--- config.mk ---
export PLATFORM = sky130hd
export DESIGN_NAME = dcs_search
export DESIGN_NICKNAME = d
export VERILOG_FILES = /design/src/rtl/dcs_pkg.sv /design/src/rtl/dcs_divider.sv /design/src/rtl/dcs_best.sv /design/src/rtl/dcs_search.sv
export SDC_FILE = /design/constraint.sdc
export NUM_CORES = 1
export LEC_CHECK = 0
export BUFFER_PORTS_ARGS = -buffer_cell sky130_fd_sc_hd__buf_2
export CORE_MARGIN = 8
export CORE_UTILIZATION = 59
export DETAILED_ROUTE_END_ITERATION = 12
export PLACE_DENSITY = 0.75
export SYNTH_ARGS = -nofsm -noshare
export SYNTH_HDL_FRONTEND = slang
export SYNTH_SLANG_ARGS = --single-unit
--- constraint.sdc ---
create_clock -name clk -period 4.63 [get_ports clk]
set_input_delay 0 -clock clk [delete_from_list [all_inputs] [get_ports clk]]
set_output_delay 0 -clock clk [all_outputs]
set_load 0.02 [all_outputs]
--- src/rtl/dcs_pkg.sv ---
package dcs_pkg;
    typedef enum logic [1:0] {
        ST_IDLE = 2'd0,
        ST_NDIV = 2'd1,
        ST_VDIV = 2'd2
    } dcs_state_e;

    localparam int STEP_BASE = 3000;
    localparam int STEP_DBL  = 6000;
    localparam int N_MIN     = 9;
    localparam int DIFF_W    = 28;
    localparam logic [DIFF_W-1:0] DIFF_SENTINEL = 28'h0FFFFFFF;
endpackage

--- src/rtl/dcs_divider.sv ---
module dcs_divider #(
    parameter int W    = 24,
    parameter int DENW = 13
) (
    input  logic            clk,
    input  logic            rst_n,
    input  logic            go,
    input  logic [W-1:0]    num,
    input  logic [DENW-1:0] den,
    output logic [W-1:0]    quo,
    output logic            fin
);
    localparam int CW = $clog2(W + 1);

    typedef struct packed {
        logic            busy;
        logic [CW-1:0]   cnt;
        logic [DENW-1:0] rem;
        logic [DENW-1:0] den;
        logic [W-1:0]    sh;
        logic            fin;
    } div_t;

    div_t q, d;
    logic [DENW:0] trial;

    always_comb begin
        d     = q;
        d.fin = 1'b0;
        trial = {q.rem, q.sh[W-1]};
        if (go) begin
            d.busy = 1'b1;
            d.cnt  = CW'(W);
            d.rem  = '0;
            d.den  = den;
            d.sh   = num;
        end else if (q.busy) begin
            if (trial >= {1'b0, q.den}) begin
                d.rem = DENW'(trial - {1'b0, q.den});
                d.sh  = {q.sh[W-2:0], 1'b1};
            end else begin
                d.rem = trial[DENW-1:0];
                d.sh  = {q.sh[W-2:0], 1'b0};
            end
            d.cnt = q.cnt - 1'b1;
            if (q.cnt == CW'(1)) begin
                d.busy = 1'b0;
                d.fin  = 1'b1;
            end
        end
    end

    always_ff @(posedge clk or negedge rst_n) begin
        if (!rst_n) q <= '0;
        else        q <= d;
    end

    assign quo = q.sh;
    assign fin = q.fin;

    AST_REM_BELOW_DEN: assert property (@(posedge clk) disable iff (!rst_n)
        (q.busy && q.den != '0) |-> (q.rem < q.den));
endmodule

--- src/rtl/dcs_best.sv ---
module dcs_best #(
    parameter int TW = 20,
    parameter int MW = 4,
    parameter int NW = 7
) (
    input  logic                      clk,
    input  logic                      rst_n,
    input  logic                      clear,
    input  logic                      offer,
    input  logic [dcs_pkg::DIFF_W-1:0] cand_diff,
    input  logic [NW-1:0]             cand_n,
    input  logic [MW-1:0]             cand_m,
    input  logic                      cand_dbl,
    input  logic [TW-1:0]             cand_val,
    output logic [NW-1:0]             best_n,
    output logic [MW-1:0]             best_m,
    output logic                      best_dbl,
    output logic [TW-1:0]             best_val
);
    import dcs_pkg::*;

    typedef struct packed {
        logic [DIFF_W-1:0] diff;
        logic [NW-1:0]     n;
        logic [MW-1:0]     m;
        logic              dbl;
        logic [TW-1:0]     val;
    } best_t;

    best_t q, d;

    always_comb begin
        d = q;
        if (clear) begin
            d      = '0;
            d.diff = DIFF_SENTINEL;
        end else if (offer && cand_diff < q.diff) begin
            d.diff = cand_diff;
            d.n    = cand_n;
            d.m    = cand_m;
            d.dbl  = cand_dbl;
            d.val  = cand_val;
        end
    end

    always_ff @(posedge clk or negedge rst_n) begin
        if (!rst_n) begin
            q      <= '0;
            q.diff <= DIFF_SENTINEL;
        end else begin
            q <= d;
        end
    end

    assign best_n   = q.n;
    assign best_m   = q.m;
    assign best_dbl = q.dbl;
    assign best_val = q.val;

    AST_DIFF_NEVER_GROWS: assert property (@(posedge clk) disable iff (!rst_n)
        (!clear && offer) |=> (q.diff <= $past(q.diff)));
endmodule

--- src/rtl/dcs_search.sv ---
module dcs_search #(
    parameter int TW = 20,
    parameter int MW = 4,
    parameter int NW = 7
) (
    input  logic          clk,
    input  logic          rst_n,
    input  logic          start,
    input  logic [TW-1:0] target_khz,
    output logic [NW-1:0] best_n,
    output logic [MW-1:0] best_m,
    output logic          best_dbl,
    output logic [TW-1:0] achieved_khz,
    output logic          done,
    output logic          no_match
);
    import dcs_pkg::*;

    localparam int W    = TW + MW;
    localparam int DENW = $clog2(STEP_DBL + 1);
    localparam int M_TOP = (1 << MW) - 1;
    localparam int N_MAX = (1 << NW) - 1;

    typedef struct packed {
        dcs_state_e      st;
        logic [MW-1:0]   m;
        logic            dbl;
        logic [NW-1:0]   n;
        logic [TW-1:0]   tgt;
        logic            go;
        logic [W-1:0]    num;
        logic [DENW-1:0] den;
        logic            done;
    } ctl_t;

    ctl_t q, d;

    logic [W-1:0]       div_q;
    logic               div_fin;
    logic               clr, offer, adv;
    logic [DIFF_W-1:0]  cand_diff;
    logic [MW-1:0]      m_dec;

    dcs_divider #(.W(W), .DENW(DENW)) u_div (
        .clk  (clk),
        .rst_n(rst_n),
        .go   (q.go),
        .num  (q.num),
        .den  (q.den),
        .quo  (div_q),
        .fin  (div_fin)
    );

    assign cand_diff = DIFF_W'(q.tgt) - DIFF_W'(div_q[TW-1:0]);
    assign m_dec     = q.m - 1'b1;

    always_comb begin
        d     = q;
        d.go  = 1'b0;
        clr   = 1'b0;
        offer = 1'b0;
        adv   = 1'b0;
        case (q.st)
            ST_IDLE: begin
                if (start) begin
                    d.tgt  = target_khz;
                    d.m    = MW'(M_TOP);
                    d.dbl  = 1'b0;
                    d.done = 1'b0;
                    clr    = 1'b1;
                    d.go   = 1'b1;
                    d.num  = W'(M_TOP) * W'(target_khz);
                    d.den  = DENW'(STEP_BASE);
                    d.st   = ST_NDIV;
                end
            end
            ST_NDIV: begin
                if (div_fin) begin
                    if (div_q >= W'(N_MIN) && div_q <= W'(N_MAX)) begin
                        d.n   = div_q[NW-1:0];
                        d.go  = 1'b1;
                        d.num = W'(q.dbl ? STEP_DBL : STEP_BASE) * W'(div_q[NW-1:0]);
                        d.den = DENW'(q.m);
                        d.st  = ST_VDIV;
                    end else begin
                        adv = 1'b1;
                    end
                end
            end
            ST_VDIV: begin
                if (div_fin) begin
                    offer = 1'b1;
                    adv   = 1'b1;
                end
            end
            default: d.st = ST_IDLE;
        endcase

        if (adv) begin
            if (!q.dbl && q.m[0]) begin
                d.dbl = 1'b1;
                d.go  = 1'b1;
                d.num = W'(q.m) * W'(q.tgt);
                d.den = DENW'(STEP_DBL);
                d.st  = ST_NDIV;
            end else if (q.m == MW'(1)) begin
                d.st   = ST_IDLE;
                d.done = 1'b1;
            end else begin
                d.m   = m_dec;
                d.dbl = 1'b0;
                d.go  = 1'b1;
                d.num = W'(m_dec) * W'(q.tgt);
                d.den = DENW'(STEP_BASE);
                d.st  = ST_NDIV;
            end
        end
    end

    always_ff @(posedge clk or negedge rst_n) begin
        if (!rst_n) q <= '0;
        else        q <= d;
    end

    dcs_best #(.TW(TW), .MW(MW), .NW(NW)) u_best (
        .clk      (clk),
        .rst_n    (rst_n),
        .clear    (clr),
        .offer    (offer),
        .cand_diff(cand_diff),
        .cand_n   (q.n),
        .cand_m   (q.m),
        .cand_dbl (q.dbl),
        .cand_val (div_q[TW-1:0]),
        .best_n   (best_n),
        .best_m   (best_m),
        .best_dbl (best_dbl),
        .best_val (achieved_khz)
    );

    assign done     = q.done;
    assign no_match = q.done && (best_m == '0);

    AST_ACH_NOT_ABOVE: assert property (@(posedge clk) disable iff (!rst_n)
        done |-> (achieved_khz <= q.tgt));
    AST_N_IN_RANGE: assert property (@(posedge clk) disable iff (!rst_n)
        (done && !no_match) |-> (best_n >= NW'(N_MIN)));
    AST_DBL_ODD_M: assert property (@(posedge clk) disable iff (!rst_n)
        (done && best_dbl) |-> best_m[0]);
    AST_NOMATCH_ZERO: assert property (@(posedge clk) disable iff (!rst_n)
        (done && no_match) |-> (best_n == '0 && !best_dbl && achieved_khz == '0));
    AST_DONE_CLEARS: assert property (@(posedge clk) disable iff (!rst_n)
        (q.st == ST_IDLE && start) |=> !done);
    AST_BUSY_TGT_HELD: assert property (@(posedge clk) disable iff (!rst_n)
        (q.st != ST_IDLE && start) |=> $stable(q.tgt));
endmodule

Yosys cells after proc, flatten, opt, wreduce, memory -nomap -nowiden. Cells that the tools add are included.

$mul: 4. $lt $le $gt $ge: 4. Add/sub/neg operators: 4. Reductions and logical operators: 12. Multiplexer cells: 40. Eq/ne operators: 8.

Operator list (count): 38-bit two-way mux (4); 60-bit two-way mux (2); 39-bit two-way mux (2); 38-bit case mux with 2 select lines (1); 4-bit by 20-bit multiplier with 24-bit output (2); 19-bit two-way mux (2); 28-bit less-than comparator (1); 13-bit two-way mux (2); 25-bit two-way mux (1); 24-bit by 4-bit greater-or-equal comparator with 1-bit output (second input constant) (1); 24-bit by 7-bit <= comparator with 1-bit output (second input constant) (1); 4-bit by 20-bit multiplier with 24-bit output (first input constant) (1); 24-bit two-way mux (1); 20-bit by 20-bit subtractor with 21-bit output (1); 13-bit by 7-bit multiplier with 20-bit output (1); 1-bit two-way mux (15); 14-bit by 13-bit greater-or-equal comparator with 1-bit output (1); 7-bit two-way mux (2); 13-bit subtractor (1); 5-bit two-way mux (2); 2-bit two-way mux (3); 3-bit inequality test (second input constant) (2); 2-bit case mux with 3 select lines (1); 5-bit by 1-bit equality test with 1-bit output (second input constant) (1); 17 further kinds (21).

Input bits: 23. Register bits after elaboration: 190. Word-level logic and storage cells: 92.

Logic depth before layout (Yosys ltp).
Word-level depth: 8. Depth in mapped cells: 22. Gate-level depth less buffers: 20.

Modules after synthesis. Synthesis repeated with hierarchy kept, for this count alone.

Cell total of the unflattened synthesis: 2225. Area, all modules: 19752.7 sq um.

Modules (own cells, without submodules): dcs_search (area each 12519.5 sq um, times used 1, cells each 1485, sequential area each 1826.8 sq um); dcs_best (area each 3856.2 sq um, times used 1, cells each 386, sequential area each 1536.5 sq um); dcs_divider (area each 3377.0 sq um, times used 1, cells each 354, sequential area each 1426.4 sq um).

Worst setup path after synthesis. OpenSTA, ideal clock, no wires.

Path kind: register -> register. From: register q[66] (netlist name). To: register q[29] (netlist name). Clock period less this slack: 4.897 ns. Setup slack: -0.267 ns. Required time: 4.488 ns. Stages on the path, launching flop included: 20. Arrival: 4.754 ns. Setup time: 0.142 ns. Cells stage by stage: dfrtp_1 clkbuf_1 clkbuf_1 nor2_1 fa_1 inv_1 fa_1 inv_1 fa_1 inv_1 fa_1 inv_1 ha_1 o21ai_0 a21oi_1 o41ai_1 o21ai_0 xor2_1 a221oi_1 o221ai_1.

RTL lines: start: declaration (line dcs_search.sv:36) `ctl_t q, d;`; start signal: assignment (line dcs_search.sv:121) `if (!rst_n) q <= '0;`; start signal: assignment (line dcs_search.sv:122) `else q <= d;`.

Worst setup path after layout.
From: register u_div.q, in the netlist u_div.quo[4]. To: register u_best.q, in the netlist u_best.best_m[0].

Cells in the longest elaborated chain, start to end: 4.

Ends and longest elaborated chain: start: declaration (line dcs_divider.sv:24) `div_t q, d;`; start signal: assignment (line dcs_divider.sv:54) `if (!rst_n) q <= '0;`; start signal: assignment (line dcs_divider.sv:55) `else q <= d;`; 20-bit by 20-bit subtractor with 21-bit output (line dcs_search.sv:54) `assign cand_diff = DIFF_W'(q.tgt) - DIFF_W'(div_q[TW-1:0]);`; 28-bit less-than comparator (line dcs_best.sv:37) `end else if (offer && cand_diff < q.diff) begin`; 1-bit logical AND (line dcs_best.sv:37); 2-bit nonzero test (no source line); end: declaration (line dcs_best.sv:30) `best_t q, d;`.

No other way between the ends. A chain may end at the register's enable or synchronous reset.

==> results.cfg <==
[logic_synthesis]
synth_mux_area_frac = 0.0406
synthAdderAreaFrac = 0.273
synth_simple_gate_area_share = 0.153
synth_seq_cells = 183
synth_top_area_share = 0.218
synth_area_um2 = 18600
synth-compound-area-share = 0.162
netlist_instances = 2105
synth_cell_types = 81
yosysSeqAreaShare = 0.248
synthTopCellsByArea = dfrtp_1 22%, fa_1 15%, ha_1 12%
avgSynthCellArea_um2 = 8.83
yosysTopAreaCell = dfrtp_1
ys.flop_type = dfrtp_1
async_reset_ff_frac = 1.00
synth_top_family_by_area = adder cells
yosysWarnings = 0
yosys.area_share.xor_xnor = 0.0429
synth_edf_count = 0

[setup_path]
crit_buf_inv = 4
path_cells = inv_1 > ha_1 > a21o_1 > a211oi_1 > nand2b_1 > a41oi_1 > o221ai_1 > o21ai_0 > xnor2_1 > ha_1 > a21oi_1 > nor2b_1 > o21ai_1 > nand2b_1 > a2111oi_2 > buf_4 > o21ai_4 > buf_12 > clkbuf_16 > mux2i_1 > nor2_1
cp_max_fo = 12
reg2regPathDepth = 21
startpoint_type = flop
reg2reg_slack_ps = 90
crit_path_start = u_div.quo[4]$_DFFE_PN0P_
end_kind = flop
cp_slowest_cell = dfrtp_2
cp.depth = 21
r2r-start = u_div.quo[4]$_DFFE_PN0P_
cp.arrival_ps = 4860
cp.required_ps = 4940
crit_family = compound AO/OA/AOI/OAI gates
cp_slowest_stage_delay_ps = 450
worstSetupPathType = reg2reg
r2r-end = u_best.best_m[0]$_DFFE_PN0P_

[sta]
final_hold_viol_count = 0
tightestPinTransition_ps = 1080
relSlewSlack = 0.279
slew_viol_final = 0
fin_crit_sh = 0.982
period_needed_ps = 4540
max_freq_ghz = 0.220
setup_tns_ps = 0
finalSetupViolations = 0
rsz0062_at_grt = yes
hold-worst-slack_ps = 238
finClkSkew_ps = 17.8

[status]
status = finished, violations left
violations = design-rule violations

[floorplanning]
initial_core_util = 0.594
rows = 65
fp.dieArea_um2 = 37400
num_io_pins = 57
fp.dieH_um = 193
die_x_um = 193
core-area_um2 = 31300

[cells_and_area]
syn_to_final_growth_pct = 11.2
multiInputGateArea_um2 = 12800
final_util = 0.660
instances_no_fill = 2584
mostFrequentLayoutCell = nand2_1
drive_gt1_frac = 0.131
regArea_um2 = 4610
num-nets-final = 2513
final_cell_mix = 279 x nand2_1, 210 x inv_1, 174 x ha_1
fill_cells = 2524

[drt]
routed_wl_um = 51900
drc_errors = 2
ant_nets = 0
wl_per_cell_um = 20.1
vias = 15501
dr.pass1.iters = 10
vias_per_cell = 6.00
drtIter0Drc = 1266

[cts]
clockBufferDepth = 2
htree_num_levels = 4
cts_root_buf = clkbuf_16
cts_tree = done
insertion_delay_ps = 460
cts_num_sinks = 183
cts_buffers = 17
path_clk_slew_ps = 70

[place]
globalplace.congestion = 0.945
dp_hpwl_um = 39200
placedCellCount = 2508
io_buffers = 56

[grt]
grt_antenna_before_repair = 1
grt.overflow.total = 0
grt_pass1_wl_um = 82500
grt_use_total = 0.274
grt_max_degree = 112
grt_pass1_vias = 15309

[run]
max_cap_violations = 0

[worst_hold_path]
hold_path.class = in2async
-- Yosys cell counts, drive strengths merged, types with 9 or more instances --
cell type    n
nand2      279
inv        214
ha         182
dfrtp      162
fa         140
nor2       138
o21ai      127
a21oi       87
clkbuf      82
mux2i       72
xnor2       62
buf         53
a21o        41
nand2b      37
and2        33
nor3        33
nor2b       30
a211oi      29
xor2        29
nand3       26
o211ai      24
dfstp       21
o21a        21
a31oi       15
a221oi      14
a22oi       14
nand4       11
o22ai       11
and3        10
a211o        9
-- cell type report --
type,instances,share of cell area
repair buffers,178,0.0669
multi-input cells,1574,0.618
flip-flops and latches,183,0.223
well taps,402,0.0243
diodes,1,0.000121
inverters,214,0.0389
clock inverters,12,0.00684
clock buffers,20,0.0216
-- through the flow --
stage,area (um2),setup WS [ps]
global placement,19400,44.7
floorplan,18600,6.86
global route,20700,-82.5
finish,20700,85.6
detailed placement,19400,-41.8
CTS,20200,6.69
-- per-layer routing --
metal / vias up / part of all wire / global-route usage
li1: 7236 / - / -
met1: 7673 / 0.43 / 0.363
met2: 477 / 0.46 / 0.438
met3: 113 / 0.071 / 0.0524
met4: 2 / 0.039 / 0.108
met5: - / 0.00023 / 0
-- sequential cells by signal, summed over array words and instances (netlist names), 4 cells and up --
register,count
q,72
u_best.best_m,4
u_best.best_n,7
u_best.best_val,20
u_best.q,21
u_div.q,32
u_div.quo,24
-- worst register-to-register path: stages, from the launching register on --
cell and delay, ps:
dfrtp_2 450, inv_1 120, ha_1 340, a21o_1 200, a211oi_1 240, nand2b_1 180, a41oi_1 190, o221ai_1 260
o21ai_0 130, xnor2_1 300, ha_1 330, a21oi_1 190, nor2b_1 70, o21ai_1 120, nand2b_1 90, a2111oi_2 370
buf_4 190, o21ai_4 60, buf_12 160, clkbuf_16 190, mux2i_1 150, nor2_1 60
-- cells by family (layout without fill, tap and decap cells) --
logic type	count (synthesis)	after routing
fa+ha+maj	322	322
flops	183	183
other cells	1	3
xor+xnor	91	91
compound gates	456	456
buf+inv	349	424
simple gates	628	628
mux	75	75
-- worst max-delay path by stage --
stage | end | slack (ps)
after detailed placement | q[29]$_DFF_PN0_ | -40
after global placement | q[30]$_DFF_PN0_ | 40
after CTS | q[27]$_DFF_PN0_ | 7
after global routing | u_best.best_n[6]$_DFFE_PN0P_ | -80
after floorplan | q[31]$_DFF_PN0_ | 7
final | u_best.best_m[0]$_DFFE_PN0P_ | 90
-- repair_timing --
item                       CTS  global route
resized for setup            6            65
cloned                       0             6
setup buffers                2            13
hold buffers                22             0
hold endpoints to repair   109             0
pin swaps                    4            30
setup endpoints to repair    5            66
Power is not shown: default switching activity piles up to over one toggle a cycle in this logic, so the estimate is an artifact.
